--- config.mk ---
export PLATFORM = sky130hd
export DESIGN_NAME = ordset_detector
export DESIGN_NICKNAME = d
export VERILOG_FILES = /design/src/rtl/ordset_pkg.sv /design/src/rtl/ordset_datapath.sv /design/src/rtl/ordset_ctrl.sv /design/src/rtl/ordset_detector.sv
export SDC_FILE = /design/constraint.sdc
export NUM_CORES = 1
export LEC_CHECK = 0
export BUFFER_PORTS_ARGS = -buffer_cell sky130_fd_sc_hd__buf_2
export CELL_PAD_IN_SITES_DETAIL_PLACEMENT = 2
export CELL_PAD_IN_SITES_GLOBAL_PLACEMENT = 2
export CORE_MARGIN = 5
export CORE_UTILIZATION = 28
export DETAILED_ROUTE_END_ITERATION = 7
export HOLD_SLACK_MARGIN = 0.12
export PLACE_DENSITY = 0.71
export SYNTH_ARGS = -nofsm -noshare
export SYNTH_HDL_FRONTEND = slang
export SYNTH_SLANG_ARGS = --single-unit
--- constraint.sdc ---
create_clock -name clk -period 2.4 [get_ports clk]
set_input_delay 0.12 -clock clk [delete_from_list [all_inputs] [get_ports clk]]
set_output_delay 0.12 -clock clk [all_outputs]
set_load 0.05 [all_outputs]
--- src/rtl/ordset_pkg.sv ---
package ordset_pkg;
  localparam int SLOT_W = 4;

  typedef enum logic [2:0] {
    OS_NONE = 3'd0,
    OS_TS1  = 3'd1,
    OS_TS2  = 3'd2,
    OS_SKIP = 3'd3,
    OS_IDLE = 3'd4,
    OS_FTS  = 3'd5
  } osKind_e;

  // classification of the current character, datapath -> control
  typedef struct packed {
    logic isCtrl;
    logic isComma;
    logic isSkip;
    logic isIdle;
    logic isFts;
    logic isTs1;
    logic isTs2;
  } symClass_t;

  // strobes, control -> datapath
  typedef struct packed {
    logic              capture;
    logic [SLOT_W-1:0] slot;
  } dpStrobe_t;
endpackage

--- src/rtl/ordset_datapath.sv ---
module ordset_datapath
  import ordset_pkg::*;
#(
  parameter int SYM_W = 8,
  parameter int TAIL_LEN = 15,
  parameter logic [SYM_W-1:0] COMMA_SYM = 8'hBC,
  parameter logic [SYM_W-1:0] SKIP_SYM = 8'h1C,
  parameter logic [SYM_W-1:0] IDLE_SYM = 8'h7C,
  parameter logic [SYM_W-1:0] FTS_SYM = 8'h3C,
  parameter logic [SYM_W-1:0] TS1_SYM = 8'h4A,
  parameter logic [SYM_W-1:0] TS2_SYM = 8'h45
) (
  input  logic                      clk,
  input  logic                      rstN,
  input  logic [SYM_W-1:0]          symIn,
  input  logic                      symIsCtrl,
  input  dpStrobe_t                 strobe,
  output symClass_t                 cls,
  output logic [TAIL_LEN*SYM_W-1:0] tsData
);

  always_comb begin
    cls.isCtrl  = symIsCtrl;
    cls.isComma = symIsCtrl && (symIn == COMMA_SYM);
    cls.isSkip  = symIsCtrl && (symIn == SKIP_SYM);
    cls.isIdle  = symIsCtrl && (symIn == IDLE_SYM);
    cls.isFts   = symIsCtrl && (symIn == FTS_SYM);
    cls.isTs1   = !symIsCtrl && (symIn == TS1_SYM);
    cls.isTs2   = !symIsCtrl && (symIn == TS2_SYM);
  end

  // one register per tail position, written when the control names it
  for (genvar g = 0; g < TAIL_LEN; g++) begin : gTail
    logic [SYM_W-1:0] slotReg;
    always_ff @(posedge clk) begin
      if (!rstN) slotReg <= '0;
      else if (strobe.capture && (strobe.slot == SLOT_W'(g))) slotReg <= symIn;
    end
    assign tsData[g*SYM_W +: SYM_W] = slotReg;
  end

  // the captured tail only moves while the control captures
  a_r9_tail_stable: assert property (@(posedge clk) disable iff (!rstN)
    !strobe.capture |=> $stable(tsData));

endmodule

--- src/rtl/ordset_ctrl.sv ---
module ordset_ctrl
  import ordset_pkg::*;
#(
  parameter int TAIL_LEN = 15,
  parameter int SHORT_LEN = 4
) (
  input  logic      clk,
  input  logic      rstN,
  input  symClass_t cls,
  output dpStrobe_t strobe,
  output logic      osPulse,
  output osKind_e   osKind,
  output logic      osErr
);

  localparam logic [SLOT_W-1:0] SHORT_LAST = SLOT_W'(SHORT_LEN - 1);
  localparam logic [SLOT_W-1:0] TRAIN_LAST = SLOT_W'(TAIL_LEN);

  typedef enum logic [1:0] {ST_HUNT, ST_FIRST, ST_SHORT, ST_TRAIN} state_e;

  state_e            state, stateN;
  logic [SLOT_W-1:0] pos, posN;
  osKind_e           shortKind, shortKindN;
  logic              pulseN, errN;
  osKind_e           kindN;
  logic              idMatch;

  always_comb begin
    unique case (shortKind)
      OS_SKIP: idMatch = cls.isSkip;
      OS_IDLE: idMatch = cls.isIdle;
      OS_FTS:  idMatch = cls.isFts;
      default: idMatch = 1'b0;
    endcase
  end

  always_comb begin
    stateN         = state;
    posN           = pos;
    shortKindN     = shortKind;
    pulseN         = 1'b0;
    errN           = 1'b0;
    kindN          = OS_NONE;
    strobe.capture = 1'b0;
    strobe.slot    = '0;
    unique case (state)
      ST_HUNT: begin
        if (cls.isComma) stateN = ST_FIRST;
      end
      ST_FIRST: begin
        if (cls.isComma) begin
          errN = 1'b1;
        end else if (cls.isSkip || cls.isIdle || cls.isFts) begin
          stateN     = ST_SHORT;
          posN       = SLOT_W'(2);
          shortKindN = cls.isSkip ? OS_SKIP : (cls.isIdle ? OS_IDLE : OS_FTS);
        end else if (!cls.isCtrl) begin
          stateN         = ST_TRAIN;
          posN           = SLOT_W'(2);
          strobe.capture = 1'b1;
          strobe.slot    = '0;
        end else begin
          errN   = 1'b1;
          stateN = ST_HUNT;
        end
      end
      ST_SHORT: begin
        if (cls.isComma) begin
          errN   = 1'b1;
          stateN = ST_FIRST;
        end else if (idMatch) begin
          if (pos == SHORT_LAST) begin
            pulseN = 1'b1;
            kindN  = shortKind;
            stateN = ST_HUNT;
          end else begin
            posN = pos + 1'b1;
          end
        end else begin
          errN   = 1'b1;
          stateN = ST_HUNT;
        end
      end
      ST_TRAIN: begin
        if (cls.isComma) begin
          errN   = 1'b1;
          stateN = ST_FIRST;
        end else begin
          strobe.capture = 1'b1;
          strobe.slot    = pos - 1'b1;
          if (pos == TRAIN_LAST) begin
            stateN = ST_HUNT;
            if (cls.isTs1) begin
              pulseN = 1'b1;
              kindN  = OS_TS1;
            end else if (cls.isTs2) begin
              pulseN = 1'b1;
              kindN  = OS_TS2;
            end else begin
              errN = 1'b1;
            end
          end else begin
            posN = pos + 1'b1;
          end
        end
      end
      default: stateN = ST_HUNT;
    endcase
  end

  always_ff @(posedge clk) begin
    if (!rstN) begin
      state     <= ST_HUNT;
      pos       <= '0;
      shortKind <= OS_NONE;
      osPulse   <= 1'b0;
      osErr     <= 1'b0;
      osKind    <= OS_NONE;
    end else begin
      state     <= stateN;
      pos       <= posN;
      shortKind <= shortKindN;
      osPulse   <= pulseN;
      osErr     <= errN;
      osKind    <= kindN;
    end
  end

  // detection and error never coincide
  a_r12_excl: assert property (@(posedge clk) disable iff (!rstN)
    !(osPulse && osErr));
  // a detection lasts exactly one cycle
  a_r12_single: assert property (@(posedge clk) disable iff (!rstN)
    osPulse |=> !osPulse);
  // a short set always ends on a control character
  a_r2_short_ctrl: assert property (@(posedge clk) disable iff (!rstN)
    (osPulse && (osKind inside {OS_SKIP, OS_IDLE, OS_FTS})) |-> $past(cls.isCtrl));
  // a training set always ends on a data character
  a_r7_train_data: assert property (@(posedge clk) disable iff (!rstN)
    (osPulse && (osKind inside {OS_TS1, OS_TS2})) |-> !$past(cls.isCtrl));
  // a comma inside a set flags an error and restarts
  a_r6_restart: assert property (@(posedge clk) disable iff (!rstN)
    (cls.isComma && (state != ST_HUNT)) |=> (osErr && (state == ST_FIRST)));

endmodule

--- src/rtl/ordset_detector.sv ---
module ordset_detector
  import ordset_pkg::*;
#(
  parameter int SYM_W = 8,
  parameter int TAIL_LEN = 15,
  parameter int SHORT_LEN = 4
) (
  input  logic                      clk,
  input  logic                      rstN,
  input  logic [SYM_W-1:0]          symIn,
  input  logic                      symIsCtrl,
  output logic                      osPulse,
  output logic [2:0]                osType,
  output logic                      osErr,
  output logic [TAIL_LEN*SYM_W-1:0] tsData
);

  symClass_t cls;
  dpStrobe_t strobe;
  osKind_e   kind;

  ordset_datapath #(.SYM_W(SYM_W), .TAIL_LEN(TAIL_LEN)) uDatapath (
    .clk(clk), .rstN(rstN), .symIn(symIn), .symIsCtrl(symIsCtrl),
    .strobe(strobe), .cls(cls), .tsData(tsData)
  );

  ordset_ctrl #(.TAIL_LEN(TAIL_LEN), .SHORT_LEN(SHORT_LEN)) uCtrl (
    .clk(clk), .rstN(rstN), .cls(cls), .strobe(strobe),
    .osPulse(osPulse), .osKind(kind), .osErr(osErr)
  );

  assign osType = kind;

endmodule

# After elaboration in Yosys (flattened, before gate mapping)
# Cells that the tools add are included.
[totals]
mem_bits_rw = 0
ff_bits = 134
out_inout_bits = 125
memories = 0
romBits = 0
wordCells = 145
latch_bits = 0
input_bits = 11
[op_classes]
mux = 53
mul = 0
eq_ne = 38
reduce_logical = 30
n_shift = 0
n_addsub = 2
bitwise = 1
order_cmp = 0
div_mod_pow = 0
[ops]
columns = ["op", "count"]
rows = [
  ["$eq A4 B4 Y1 const B", 8],
  ["$mux W4", 8],
  ["$eq A8 B7 Y1 const B", 3],
  ["$logic_and A1 B1 Y1", 21],
  ["$mux W3", 7],
  ["$mux W2", 10],
  ["$mux W5", 4],
  ["$mux W1", 17],
  ["$eq A4 B3 Y1 const B", 4],
  ["$eq A4 B2 Y1 const B", 3],
  ["$ne A2 B2 Y1 const B", 6],
  ["$pmux W4 S3", 1],
  ["$pmux W5 S2", 1],
  ["$eq A8 B5 Y1 const B", 1],
  ["$eq A8 B6 Y1 const B", 1],
  ["$eq A8 B8 Y1 const B", 1],
  ["$pmux W2 S4", 1],
  ["$reduce_and A8 Y1", 1],
  ["$eq A3 B3 Y1 const B", 2],
  ["$ne A3 B2 Y1 const B", 2],
  ["$pmux W1 S3", 2],
  ["$pmux W3 S2", 1],
  ["$add A4 B1 Y4 const B", 1],
  ["$eq A2 B2 Y1 const B", 2],
  ["other kinds (15)", 16],
]

# Logic depth before layout (Yosys ltp)
[depth]
ltp_word = 9
ltp_mapped = 10
depth_no_buf = 7

# Cells and area by module
# Synthesis repeated with hierarchy kept, for this count alone.
[unflattened]
hier_cells = 540
area_unflattened_um2 = 5321.4
[by_module_without_submodules]
columns = ["mod", "area_each_um2", "instances", "seq_area_each_um2", "cells_each"]
rows = [
  ["ordset_datapath", 4466.8, 1, 2402.3, 434],
  ["ordset_ctrl", 854.6, 1, 280.3, 106],
]

# Worst setup path before layout
# OpenSTA, ideal clock, no wires.
[synth_path]
path_kind = "flip-flop to flip-flop"
from = "register uCtrl.pos[0]"
to = "register uDatapath.gTail[7].slotReg[5]"
t_arrival_ps = 2554
n_path_buf = 3
required_time_ps = 2331
synth_period_minus_slack_ps = 2624
setup_time_ps = 69
path_stages_with_launch = 11
setup_slack_ps = -224
path_cell_list = "dfxtp_1 buf_1 inv_1 ha_1 or3b_2 o31ai_1 and4_1 clkbuf_1 clkbuf_1 nand3_1 o21ai_1"
[synth_via]
elab_chain_len = 5
[synth_lines]
columns = ["item", "line_no", "source"]
rows = [
  ["start: declaration", "ordset_ctrl.sv:22", "logic [SLOT_W-1:0] pos, posN;"],
  ["start signal: assignment", "ordset_ctrl.sv:121", "pos <= posN;"],
  ["$sub A4 B1 Y4", "ordset_ctrl.sv:90", "strobe.slot = pos - 1'b1;"],
  ["$mux W5", "ordset_ctrl.sv:85", "if (cls.isComma) begin"],
  ["$pmux W5 S2", "ordset_ctrl.sv:46", "unique case (state)"],
  ["$eq A4 B3 Y1", "ordset_datapath.sv:37", "else if (strobe.capture && (strobe.slot == SLOT_W'(g))) slotReg <= symIn;"],
  ["$logic_and A1 B1 Y1", "ordset_datapath.sv:37", ""],
  ["end signal: assignment", "ordset_datapath.sv:37", ""],
  ["end: declaration", "ordset_datapath.sv:34", "logic [SYM_W-1:0] slotReg;"],
]
# No other way between the ends.
# A chain may end at the register's enable or synchronous reset.

# Worst setup path after layout
[layout_path]
from = "register uCtrl.pos[1]"
to = "register uDatapath.gTail[8].slotReg[4]"
[layout_via]
elab_chain_len = 5
[layout_lines]
columns = ["item", "line_no"]
rows = [
  ["$sub A4 B1 Y4", "ordset_ctrl.sv:90"],
  ["$mux W5", "ordset_ctrl.sv:85"],
  ["$pmux W5 S2", "ordset_ctrl.sv:46"],
  ["$eq A4 B4 Y1", "ordset_datapath.sv:37"],
  ["$logic_and A1 B1 Y1", "ordset_datapath.sv:37"],
  ["end signal: assignment", "ordset_datapath.sv:37"],
  ["end: declaration", "ordset_datapath.sv:34"],
]
# No other way between the ends.

==> flow_metrics.py <==
metrics = {
    "run_status": {
        "outcome": "completed",
    },
    "placement": {
        "placed_area_um2": 6520,
        "post-dp-hpwl_mm": 13.64,
        "place_ws_ps": 118.6,
        "gp_congestion": 0.8442,
        "numPortBuffers": 135,
        "place_inst": 942,
    },
    "worst_setup_path": {
        "critical_path.cell_chain": "inv_1 -> ha_1 -> nor2_1 -> o21ai_1 -> a2111o_1 -> mux2i_1 -> nor2b_1",
        "critPathMaxFanout": 8,
        "slowest_delay_ps": 660,
        "reg2reg_setup_slack_ps": 230,
        "worstReg2RegEnd": "uDatapath.gTail[8].slotReg[4]",
        "cp-end-kind": "flip-flop",
        "rr_worst_depth": 7,
        "cp.arrival_ps": 2520,
        "slowest_stage": "a2111o_1",
        "critPathKind": "reg2reg",
        "timing.rr.start": "uCtrl.pos[1]",
        "crit_path_start_kind": "flip-flop",
        "critical_path_required_ps": 2740,
    },
    "logic_synthesis": {
        "async_flop_share_pct": 0,
        "ys_seq_area_share_pct": 49.28,
        "syn_area_um2": 5444,
        "syn_inst": 553,
        "yosys_warnings": 0,
        "synth.most_common_cell": "dfxtp_1",
        "yosys.area.top_type": "dfxtp_1",
        "synth-edff-count": 0,
        "synth_top_area_share_pct": 49.28,
        "ys_top_cells_by_area": "dfxtp_1 49%, mux2i_1 19%, nor2b_1 6.7%, nand2_1 5.5%, clkbuf_1 2.3%",
        "avgSynthCellArea_um2": 9.844,
        "synth_flop_cell": "dfxtp_1",
        "synth_cell_types": 51,
        "yosys-top-cells-count": "134 x dfxtp_1, 104 x mux2i_1, 80 x nand2_1",
        "synth_fp_nets": 566,
        "ys_seq_elements": 134,
    },
    "timing": {
        "layout_setup_ws_ps": 225.3,
        "clock.fmax_mhz": 459.8,
        "finalClockSkew_ps": 12.30,
        "fin_crit_sh_pct": 90.61,
        "fin_crit_ps": 2175,
        "setup_viol": 0,
        "rsz0062_at_grt": "false",
        "finalSetupTns_ps": 0,
        "worst_slew_pin_slew_ps": 718.8,
        "slew_headroom_pct": 52.08,
        "finalHoldViolCount": 0,
        "drv_slew": 0,
    },
    "finish": {
        "n_antenna_cell": 0,
        "final_area_um2": 7202,
        "nNetsFinal": 711,
        "area_delta_synth_final_pct": 32.29,
        "drive_above_1_share_pct": 28.83,
        "n_fill_cell": 2167,
        "final_cells": 976,
    },
    "clocking": {
        "cts_root_buffer": "clkbuf_16",
        "post_cts_buffers": 0,
        "insertion_delay_ps": 420,
        "clock_path_buffers": 2,
        "cts_tree": "yes",
        "clkTransAtPathRegs_ps": 70,
        "h-tree-depth": 4,
        "cts_buffers": 17,
        "cts_sinks": 134,
    },
    "global_routing": {
        "grt_pass1_wl_mm": 29.91,
        "grt_max_degree": 40,
        "grt_pass1_vias": 5247,
        "grtUsageTotal_pct": 17.36,
        "gr-total-overflow": 0,
        "antenna_found_initial": 0,
    },
    "drt": {
        "ant_nets": 0,
        "drt_wl_total_mm": 19.25,
        "drc": 0,
        "drt_iter0_drc": 139,
        "drt-pass1-iter-count": 4,
        "wl_per_cell_um": 19.72,
        "dr_total_vias": 4614,
        "vias_per_cell": 4.727,
    },
    "floorplan": {
        "row_count": 51,
        "ios": 136,
        "start_util_pct": 28.25,
        "die_area_um2": 22330,
        "fp.dieW_um": 149.4,
        "core_um2": 19270,
        "die_y_um": 149.4,
    },
    "power_and_ir_drop": {
        "p_leak_nw": 3.467,
        "cellPowerDensity_nw_per_um2": 734.5,
        "irDropWorstVdd_mv": 0.4457,
        "finalPower_mw": 5.289,
    },
    "min_path": {
        "hold_path_depth": 3,
        "hold_path_end": "uDatapath.gTail[4].slotReg[2]",
        "hold_class": "in2reg",
        "hold_start": "symIn[2]",
    },
    "flow_run": {
        "maxCapViolCount": 0,
    },
}
==> final cells by class <==
type	instances	area [µm²]	area share [%]
clock inverters	14	222.7	3.092
repair buffers	166	915.9	12.72
flip-flops and latches	134	2685	37.28
multi-input cells	374	2599	36.08
clock buffers	18	429.2	5.959
well taps	265	331.6	4.604
inverters	5	18.77	0.2606
==> through the flow <==
step	util, %	hold WS [ps]
2_1_floorplan	-	289.5
3_3_place_gp	33.83	434.5
3_5_place_dp	33.83	444.5
4_1_cts	37.32	123.2
5_1_grt	37.37	158.0
6_report	37.37	138.5
==> metal layers <==
layer  vias up  wire length, µm  track usage [%]
met2        95             9653            30.29
met4         0              368            5.400
li1       2188                -                -
met3        22              929            5.027
met5         -                0                0
met1      2309             8295            20.61
==> cells by family after synthesis <==
family / Yosys count / share of synthesized area [%]
flops: 134 / 49.28
buf+inv: 45 / 3.241
fa+ha+maj: 2 / 0.4596
compound gates: 58 / 7.677
simple gates: 209 / 20.06
mux: 104 / 19.12
xor+xnor: 1 / 0.1609
==> registers in the layout, indices dropped and copies added, names as in the netlist <==
register / count
uDatapath.gTail.slotReg: 120
uCtrl.osKind: 3
uCtrl.osErr: 1
uCtrl.shortKind: 3
uCtrl.pos: 4
uCtrl.state: 2
uCtrl.osPulse: 1
==> placed cells by master, fill, tap and decap left out, drive strengths merged, types with 6 or more instances in the layout <==
master / count
nor2: 11
inv: 8
buf: 164
dfxtp: 134
nand2: 80
clkbuf: 18
and2: 6
nor2b: 58
mux2i: 104
nand3: 22
o21ai: 23
==> worst max-delay path by stage <==
stage,startpoint,to,slack [ps],cells after the start
floorplan,uCtrl.pos[0],uDatapath.gTail[7].slotReg[5],20,10
global placement,symIn[5],uCtrl.pos[1],240,7
detailed placement,uCtrl.pos[1],uDatapath.gTail[11].slotReg[2],120,8
CTS,uCtrl.pos[1],uDatapath.gTail[6].slotReg[7],90,6
global route,uCtrl.pos[1],uDatapath.gTail[11].slotReg[0],60,8
finish,uCtrl.pos[1],uDatapath.gTail[8].slotReg[4],230,7
==> repair_timing <==
item,CTS,global route
resized for setup,0,4
hold buffers,2,0
endpoints found under the hold margin,5,0
setup endpoints to repair,0,48
==> critical path, delay by kind of cell (launching register included) <==
family	cells	cell delay, ps
compound gates	2	840
mux	1	190
fa+ha+maj	1	280
simple gates	2	330
buf+inv	1	70
flops	1	400
==> power by group <==
group | total [mW] | leakage, nW | internal (mW) | switching (mW)
clock | 2.91 | 0.311 | 1.86 | 1.05
sequential | 2.22 | 1.08 | 2.22 | 0.000115
combinational | 0.155 | 2.08 | 0.0438 | 0.111
total | 5.29 | 3.47 | 4.12 | 1.16
(Power assumes the default switching activity.)
